### src/rtl/rxq_pkg.sv
package rxq_pkg;
    localparam int RXQ_ENTRY_W   = 12;
    localparam int RXQ_LVL_W     = 6;
    localparam int RXQ_TRIG_MASK = 28;
endpackage

### src/rtl/rxq_trigger.sv
module rxq_trigger #(
    parameter int LVL_W = rxq_pkg::RXQ_LVL_W
) (
    input  logic             fifo_mode,
    input  logic [LVL_W-1:0] lvl_sel,
    output logic [LVL_W-1:0] trig
);
    logic [LVL_W-1:0] half_sel;

    always_comb begin
        half_sel = lvl_sel >> 1;
        if (fifo_mode) begin
            trig = half_sel & LVL_W'(rxq_pkg::RXQ_TRIG_MASK);
        end else begin
            trig = LVL_W'(1);
        end
    end
endmodule

### src/rtl/rxq_store.sv
module rxq_store #(
    parameter int DEPTH = 16,
    parameter int WIDTH = rxq_pkg::RXQ_ENTRY_W,
    localparam int PTR_W = $clog2(DEPTH)
) (
    input  logic             clk,
    input  logic             we,
    input  logic [PTR_W-1:0] waddr,
    input  logic [WIDTH-1:0] wdata,
    input  logic [PTR_W-1:0] raddr,
    output logic [WIDTH-1:0] rdata
);
    logic [WIDTH-1:0] mem [DEPTH];

    always_ff @(posedge clk) begin
        if (we) begin
            mem[waddr] <= wdata;
        end
    end

    assign rdata = mem[raddr];
endmodule

### src/rtl/rx_char_queue.sv
module rx_char_queue #(
    parameter int DEPTH   = 16,
    parameter int ENTRY_W = rxq_pkg::RXQ_ENTRY_W,
    parameter int LVL_W   = rxq_pkg::RXQ_LVL_W
) (
    input  logic               clk,
    input  logic               rst_n,
    input  logic               fifo_en,
    input  logic [LVL_W-1:0]   lvl_sel,
    input  logic               wr_en,
    input  logic [ENTRY_W-1:0] wr_data,
    input  logic               rd_en,
    output logic [ENTRY_W-1:0] rd_data,
    output logic               empty,
    output logic               full,
    output logic               can_accept,
    output logic               rx_irq
);
    localparam int PTR_W = $clog2(DEPTH);
    localparam int CNT_W = $clog2(DEPTH + 1);

    typedef struct packed {
        logic               mode;
        logic [PTR_W-1:0]   wp;
        logic [PTR_W-1:0]   rp;
        logic [CNT_W-1:0]   cnt;
        logic               empty;
        logic               full;
        logic               irq;
        logic [ENTRY_W-1:0] rdat;
    } state_t;

    state_t s_q, s_d;

    logic [LVL_W-1:0]   trig;
    logic [ENTRY_W-1:0] head;
    logic               mode_chg;
    logic               acc_ok;
    logic               push_ok;
    logic               pop_ok;
    logic [CNT_W-1:0]   eff_depth;
    logic [PTR_W-1:0]   ptr_mask;
    logic [CNT_W-1:0]   cnt_n;

    rxq_trigger #(.LVL_W(LVL_W)) i_trig (
        .fifo_mode (s_q.mode),
        .lvl_sel   (lvl_sel),
        .trig      (trig)
    );

    rxq_store #(.DEPTH(DEPTH), .WIDTH(ENTRY_W)) i_store (
        .clk   (clk),
        .we    (push_ok),
        .waddr (s_q.wp),
        .wdata (wr_data),
        .raddr (s_q.rp),
        .rdata (head)
    );

    always_comb begin
        s_d       = s_q;
        mode_chg  = (fifo_en != s_q.mode);
        eff_depth = s_q.mode ? CNT_W'(DEPTH) : CNT_W'(1);
        ptr_mask  = s_q.mode ? PTR_W'(DEPTH - 1) : '0;
        acc_ok    = (s_q.cnt < eff_depth);
        push_ok   = wr_en && acc_ok && !mode_chg;
        pop_ok    = rd_en && (s_q.cnt != '0) && !mode_chg;
        cnt_n     = s_q.cnt + CNT_W'(push_ok) - CNT_W'(pop_ok);

        if (mode_chg) begin
            s_d.mode  = fifo_en;
            s_d.wp    = '0;
            s_d.rp    = '0;
            s_d.cnt   = '0;
            s_d.empty = 1'b1;
            s_d.full  = 1'b0;
            s_d.irq   = 1'b0;
        end else begin
            if (push_ok) begin
                s_d.wp = (s_q.wp + PTR_W'(1)) & ptr_mask;
            end
            if (pop_ok) begin
                s_d.rp   = (s_q.rp + PTR_W'(1)) & ptr_mask;
                s_d.rdat = head;
            end
            if (push_ok && !pop_ok && (32'(cnt_n) == 32'(trig))) begin
                s_d.irq = 1'b1;
            end
            if (pop_ok && !push_ok && (32'(cnt_n) + 1 == 32'(trig))) begin
                s_d.irq = 1'b0;
            end
            s_d.cnt   = cnt_n;
            s_d.empty = (cnt_n == '0);
            s_d.full  = (cnt_n == eff_depth);
        end
    end

    always_ff @(posedge clk or negedge rst_n) begin
        if (!rst_n) begin
            s_q       <= '0;
            s_q.empty <= 1'b1;
        end else begin
            s_q <= s_d;
        end
    end

    assign rd_data    = s_q.rdat;
    assign empty      = s_q.empty;
    assign full       = s_q.full;
    assign rx_irq     = s_q.irq;
    assign can_accept = acc_ok;
endmodule

### config.mk
export PLATFORM = sky130hd
export DESIGN_NAME = rx_char_queue
export DESIGN_NICKNAME = d
export VERILOG_FILES = /design/src/rtl/rxq_pkg.sv /design/src/rtl/rxq_trigger.sv /design/src/rtl/rxq_store.sv /design/src/rtl/rx_char_queue.sv
export SDC_FILE = /design/constraint.sdc
export NUM_CORES = 1
export LEC_CHECK = 0
export ABC_CLOCK_PERIOD_IN_PS = 4200
export BUFFER_PORTS_ARGS = -buffer_cell sky130_fd_sc_hd__clkbuf_2
export CAP_MARGIN = 15
export CORE_ASPECT_RATIO = 1.25
export CORE_MARGIN = 2
export CORE_UTILIZATION = 55
export CTS_CLUSTER_SIZE = 8
export DETAILED_ROUTE_END_ITERATION = 7
export GPL_ROUTABILITY_DRIVEN = 0
export HOLD_SLACK_MARGIN = 0.12
export MAX_ROUTING_LAYER = met4
export PLACE_DENSITY = 0.86
export REMOVE_ABC_BUFFERS = 1
export SETUP_SLACK_MARGIN = 0.3
export SLEW_MARGIN = 10
export SYNTH_ARGS = -nofsm -noshare
export SYNTH_HDL_FRONTEND = slang
export SYNTH_SLANG_ARGS = --single-unit
### constraint.sdc
create_clock -name clk -period 4.2 [get_ports clk]
set_input_delay 1.05 -clock clk [delete_from_list [all_inputs] [get_ports clk]]
set_output_delay 1.05 -clock clk [all_outputs]
set_load 0.02 [all_outputs]
==> impl_metrics.tcl, run 1 <==
set metrics [dict create \
    outcome "finished, final reports clean" \
    rows 52 \
    cp_slowest_cell "or4_4" \
    seq_power_share_pct 41.5 \
    timing.slew.headroom_pct 24.30 \
    rsz0062_at_grt "false" \
    insertion_delay_ns 0.54 \
    hpwl_um 11680 \
    min_period_over_period_pct 87.40 \
    arrival_ns 4.11 \
    grt_max_degree 53 \
    io_buffers 35 \
    p_sw_mw 1.778 \
    vdd_drop_max_mv 0.3586 \
    async_flop_share_pct 13.12 \
    crit_top_cell "inv_1" \
    antennaDiodeCount 0 \
    first_pass_iters 7 \
    wirelength_um 20100 \
    ios 39 \
    yosysUniqueCellTypes 51 \
    core-area_um2 16270 \
    grt_util_all_layers_pct 24.25 \
    cts_tree "built" \
    antenna_found_initial 0 \
    via_per_inst 6.249 \
    finClkSkew_ns 0.01119 \
    synth_cells 474 \
    setup_tns_ns 0 \
    r2r_cells 16 \
    hold_viol 0 \
    powerDensity_nw_per_um2 604.1 \
    ys_seq_elements 221 \
    slew_violations 0 \
    end_kind "flop" \
    clockRootBuffer "clkbuf_16" \
    start_kind "flop" \
    netlist_area_um2 9198 \
    cp_cell_sequence "inv_1 > ha_1 > inv_1 > o41a_1 > nand2_1 > buf_4 > inv_1 > ha_1 > inv_1 > ha_1 > and3b_1 > or4_4 > and2_4 > o32ai_2 > a31oi_1 > a311oi_1" \
    num_vias 4849 \
    dieArea_um2 17780 \
    avgRoutedWirePerCell_um 25.90 \
    hold_depth 1 \
    synth_ff_type "edfxtp_1" \
    crit_type "flop to flop" \
    cp_data_required_time_ns 4.64 \
    antenna_left 0 \
    cts.htree.levels 1 \
    first_iter_violations 580 \
    clk_pin_slew_worst_paths_ns 0.05 \
    max_slew.worst_pin.slew_ns 1.136 \
    max_freq_mhz 272.4 \
    internal_power_mw 4.622 \
    die_h_um 148.6 \
    switching_share_pct 27.78 \
    maxCapViolCount 0 \
    grt_pass1_vias 5186 \
    setup_viol 0 \
    grt_overflow 0 \
    start_util_pct 56.55 \
    cp_max_fo 7 \
    preCtsSetupSlack_ns 0.2165 \
    route.detailed.drc 0 \
    grt_pass1_wl_um 30740 \
    p_clk_share_pct 34.9 \
    finalPower_mw 6.400 \
    post-route-cell-area_um2 10590 \
    cts.path.max_buffers 3 \
    drive_gt1_share_pct 33.21 \
    nets 576 \
    numCtsBuffers 31 \
    yosysWarnings 0 \
    hp-class "flop to flop" \
    pwr-share-comb_pct 23.6 \
    cts_sinks 221 \
    period_minus_slack_ns 3.671 \
    slowest_delay_ns 0.48 \
    place_area_um2 9673 \
    syn_to_final_growth_pct 15.18 \
    p_leak_nw 3.626 \
    avgSynthCellArea_um2 19.40 \
    setup_slack_ns 0.5291 \
    synth_edf_count 192 \
    die_x_um 119.7 \
    synth.yosys.seq_area_share_pct 70.59 \
]
==> cell usage after synthesis, drive strengths merged, types with 2 or more instances <==
cell type | number | share of area, %
edfxtp | 192 | 63
mux4 | 60 | 15
dfrtp | 28 | 7.6
buf | 20 | 1.5
inv | 19 | 0.78
ha | 17 | 2.3
clkbuf | 16 | 0.65
nor2 | 15 | 0.61
mux2 | 12 | 1.5
and2 | 9 | 0.64
nand2 | 8 | 0.33
o21ai | 8 | 0.44
xnor2 | 6 | 0.57
a31oi | 5 | 0.34
nand4 | 5 | 0.34
nor3 | 5 | 0.27
o31ai | 5 | 0.46
a21oi | 4 | 0.22
nand3 | 4 | 0.22
nor3b | 4 | 0.38
nor4 | 4 | 0.27
xor2 | 4 | 0.46
a41o | 2 | 0.23
mux2i | 2 | 0.22
nor2b | 2 | 0.14
==> cell type report <==
| class | instances | area, um2 |
|---|---|---|
| Clock buffer | 56 | 869.6 |
| Clock inverter | 2 | 13.76 |
| Fill cell | 1046 | 5672 |
| Inverter | 19 | 71.32 |
| Multi-Input combinational cell | 198 | 2479 |
| Sequential cell | 221 | 6497 |
| Tap cell | 216 | 270.3 |
| Timing Repair Buffer | 64 | 392.9 |
==> logic make-up (layout without fill, tap and decap cells) <==
group / after synthesis / after routing / share of synthesized area (%)
xor+xnor: 11 / 11 / 1.279
simple gates: 64 / 64 / 3.904
mux: 74 / 74 / 16.38
flops: 221 / 221 / 70.59
buf+inv: 55 / 141 / 2.898
fa+ha+maj: 18 / 18 / 2.530
compound gates: 31 / 31 / 2.422
==> metal layers <==
metal,track usage (%),up-vias,share of wire (%)
li1,-,2023,-
met1,29.32,2510,35
met5,-,-,0
met3,4.026,58,8.1
met2,41.71,258,54
met4,8.529,0,2.6
==> what timing repair did <==
item                                   4_1_cts  5_1_grt
hold buffers                                 0        0
setup endpoints to repair                    0        2
gates resized for setup                      0        3
endpoints found under the hold margin        0        0
buffers inserted                             0        3
==> worst max-delay path: cells and delay by family (launching register included) <==
family	cells	cell delay, ns
buffers and inverters	5	0.55
adder cells (fa/ha/maj)	3	0.62
AO/OA/AOI/OAI	4	1.00
flip-flops	1	0.38
AND/OR/NAND/NOR	4	1.02
==> sequential cells by signal, indices dropped and copies added (netlist names) <==
signal,flops
i_store.mem,192
s_q,14
rd_data,12
empty,1
full,1
rx_irq,1
==> through the flow <==
| stage | hold slack (ns) | instances | util [%] |
|---|---|---|---|
| final | 0.5095 | 776 | 65.13 |
| after global routing | 0.5366 | 776 | 65.13 |
| after CTS | 0.5162 | 773 | 64.90 |
| after detailed placement | 0.4924 | 715 | 59.47 |
| after global placement | 0.4920 | 715 | 59.47 |
| after floorplan | 0.5536 | 438 | - |
==> final timing paths <==
check | from | to | slack (ns)
setup / recovery | s_q[17] | rx_irq | 0.53
hold / removal | rd_data[11] | rd_data[11] | 0.51
setup reg to reg | s_q[17] | rx_irq | 0.53
hold reg to reg | rd_data[11] | rd_data[11] | 0.51
max in group asynchronous | rst_n | s_q[20] | 2.92
min in group asynchronous | rst_n | rd_data[0] | 0.63
==> placed cells by master (no fill, tap or decap), types with 2 or more instances in the layout <==
cell and instances:
a21oi_1 4, and2_1 8, nand3_1 4, dfrtp_1 26
inv_1 19, a31oi_1 5, mux2i_1 2, nand2_1 8
o31ai_1 4, buf_4 29, o21ai_0 7, nand4_1 5
ha_1 17, xnor2_1 6, edfxtp_1 192, clkbuf_16 31
nor4_2 4, mux2_2 12, nor3_1 5, nor2_1 15
xor2_1 3, clkbuf_1 25, mux4_2 60, nor3b_1 3
nor2b_1 2, clkbuf_2 35
==> power by group through the flow <==
| stage | combinational [mW] | sequential, mW | clock (mW) |
|---|---|---|---|
| 2_1_floorplan | 0.931 | 2.75 | 0 |
| 3_3_place_gp | 1.35 | 2.69 | 0 |
| 3_5_place_dp | 1.41 | 2.70 | 0 |
| 4_1_cts | 1.43 | 2.66 | 2.27 |
| 5_1_grt | 1.63 | 2.68 | 2.36 |
| 6_report | 1.51 | 2.65 | 2.24 |
Power figures use the tool's default switching activity.
==> run 2: changes to the inputs <==
==> constraint.sdc (replaced) <==
create_clock -name clk -period 4.2 [get_ports clk]
set_input_delay 0.21 -clock clk [delete_from_list [all_inputs] [get_ports clk]]
set_output_delay 0.21 -clock clk [all_outputs]
set_load 0.02 [all_outputs]
==> run 2 against run 1 <==
Compared with the run above: clock power about the same; wire length shrank 1.2%; combinational power barely moved; total power down 0.54%; die area stayed put; fmax increased by 0.21%; final cell count stayed put; register-to-register slack is essentially flat; clock-buffer cell count stayed put; critical path depth fell by 1; clock skew grew 0.013 ns; critical endpoint unchanged; highest routed layer unchanged.
==> impl_metrics.tcl, run 2 (synthesized netlist as in run 1, its figures left out) <==
set metrics [dict create \
    setup_viol 0 \
    crit_type "flop to flop" \
    slew_violations 0 \
    ios 39 \
    regMostFlops "i_store.mem" \
    hold_viol 0 \
    met2_usage_pct 39.97 \
    setup_slack_ns 0.5369 \
    max_freq_mhz 273.0 \
    cp_data_required_time_ns 4.63 \
    avgRoutedWirePerCell_um 25.58 \
    cp_num_buf_inv 4 \
    die_h_um 148.6 \
    p_sw_mw 1.763 \
    maxCapViolCount 0 \
    first_iter_violations 565 \
    route.detailed.drc 0 \
    hp-class "primary input to flop" \
    placed_cells 703 \
    cts.path.max_buffers 3 \
    antenna_left 0 \
    insertion_delay_ns 0.54 \
    preCtsSetupSlack_ns 0.2527 \
    cp_cell_sequence "inv_1 > ha_1 > inv_1 > o41a_1 > nand2_2 > inv_1 > ha_1 > inv_1 > ha_1 > and3b_1 > or4_4 > and2_4 > o32ai_2 > a31oi_1 > a311oi_1" \
    setup_tns_ns 0 \
    antenna_found_initial 0 \
    slowest_delay_ns 0.51 \
    clockRootBuffer "clkbuf_16" \
    place_area_um2 9583 \
    clk_pin_slew_worst_paths_ns 0.05 \
    largest_reg_flops 192 \
    seq_power_share_pct 41.8 \
    wirelength_um 19850 \
    end_kind "flop" \
    p_clk_share_pct 34.7 \
    grt_pass1_vias 5171 \
    p_leak_nw 3.610 \
    grt_overflow 0 \
    period_minus_slack_ns 3.663 \
    drive_gt1_share_pct 31.43 \
    rows 52 \
    rsz0062_at_grt "false" \
    post-route-cell-area_um2 10620 \
    outcome "finished, final reports clean" \
    start_util_pct 56.55 \
    antennaDiodeCount 0 \
    crit_top_cell "inv_1" \
    dieArea_um2 17780 \
    grt_util_all_layers_pct 23.95 \
    syn_to_final_growth_pct 15.51 \
    timing.slew.headroom_pct 27.38 \
    numCtsBuffers 31 \
    pwr-share-comb_pct 23.4 \
    min_period_over_period_pct 87.22 \
    vdd_drop_max_mv 0.3401 \
    first_pass_iters 5 \
    cts.htree.levels 1 \
    r2r_slack_ns 0.54 \
    gr-max-usage-layer "met2" \
    cp_slowest_cell "o41a_1" \
    cts_sinks 221 \
    switching_share_pct 27.70 \
    internal_power_mw 4.602 \
    hpwl_um 10790 \
    num_vias 4779 \
    start_kind "flop" \
    post-route-util_pct 65.32 \
    cts_tree "built" \
    cp_max_fo 8 \
    arrival_ns 4.09 \
    layout_commonest_cell "edfxtp_1" \
    grtUsageMet3_pct 4.179 \
    critPathTopFamily "compound AO/OA/AOI/OAI gates" \
    finClkSkew_ns 0.02385 \
    io_buffers 35 \
    via_per_inst 6.159 \
    final_cells 776 \
    core-area_um2 16270 \
    met1_usage_pct 28.48 \
    grt_pass1_wl_um 30220 \
    die_x_um 119.7 \
    grt_max_degree 53 \
    powerDensity_nw_per_um2 599.1 \
    max_slew.worst_pin.slew_ns 1.089 \
    nets 577 \
    fillers 1055 \
    layout_common_cells "edfxtp_1, mux4_2, clkbuf_2" \
]
[run 2: cell types whose count changed in the layout (fill, tap and decap cells not counted), sizes merged]
cell / delta
buf: -13
dlygate4sd3: +14
inv: -1
[run 2: worst paths after layout]
path / startpoint / end / cells after the start
setup / recovery: s_q[18] / rx_irq / 15
hold / removal: rd_en / s_q[21] / 4
setup reg to reg: s_q[18] / rx_irq / 15
hold reg to reg: rd_data[0] / rd_data[0] / 1
max in group asynchronous: rst_n / s_q[20] / 2
min in group asynchronous: rst_n / s_q[17] / 2
[run 2: per-layer routing]
layer | wire [um] | vias to the layer above
met5 | 0 | -
met4 | 922 | 0
met3 | 1518 | 67
met2 | 10340 | 245
met1 | 7071 | 2448
li1 | - | 2019
[run 2: power by group through the flow]
stage / registers, mW / clock network [mW] / logic (mW)
3_3_place_gp: 2.69 / 0 / 1.32
2_1_floorplan: 2.75 / 0 / 0.931
6_report: 2.66 / 2.21 / 1.49
4_1_cts: 2.66 / 2.24 / 1.47
5_1_grt: 2.68 / 2.34 / 1.60
3_5_place_dp: 2.70 / 0 / 1.38
[run 2: final cells by class]
cell class	count	area (um2)	area share, %
well taps	216	270.3	2.544
clock buffers	56	869.6	8.185
inverters	19	71.32	0.6713
multi-input cells	198	2475	23.30
flip-flops and latches	221	6497	61.16
repair buffers	65	435.4	4.098
clock inverters	1	5.005	0.04711
[run 2: what timing repair did]
action,CTS,global route
setup endpoints to repair,1,2
resized for setup,0,5
pin swaps,0,4
setup buffers,2,0
hold buffers,14,0
endpoints found under the hold margin,222,0
[run 2: worst register-to-register path: stages (launching register included)]
cell	delay [ns]
dfrtp_1	0.38
inv_1	0.11
ha_1	0.17
inv_1	0.05
o41a_1	0.51
nand2_2	0.18
inv_1	0.07
ha_1	0.20
inv_1	0.15
ha_1	0.27
and3b_1	0.20
or4_4	0.48
and2_4	0.21
o32ai_2	0.24
a31oi_1	0.11
a311oi_1	0.24
[run 2: through the flow]
stage	power [mW]	hold slack, ns
after CTS	6.377	0.1946
after detailed placement	4.082	0.3546
final	6.365	0.2313
after global routing	6.618	0.2514
after global placement	4.011	0.3455
after floorplan	3.683	-0.08559
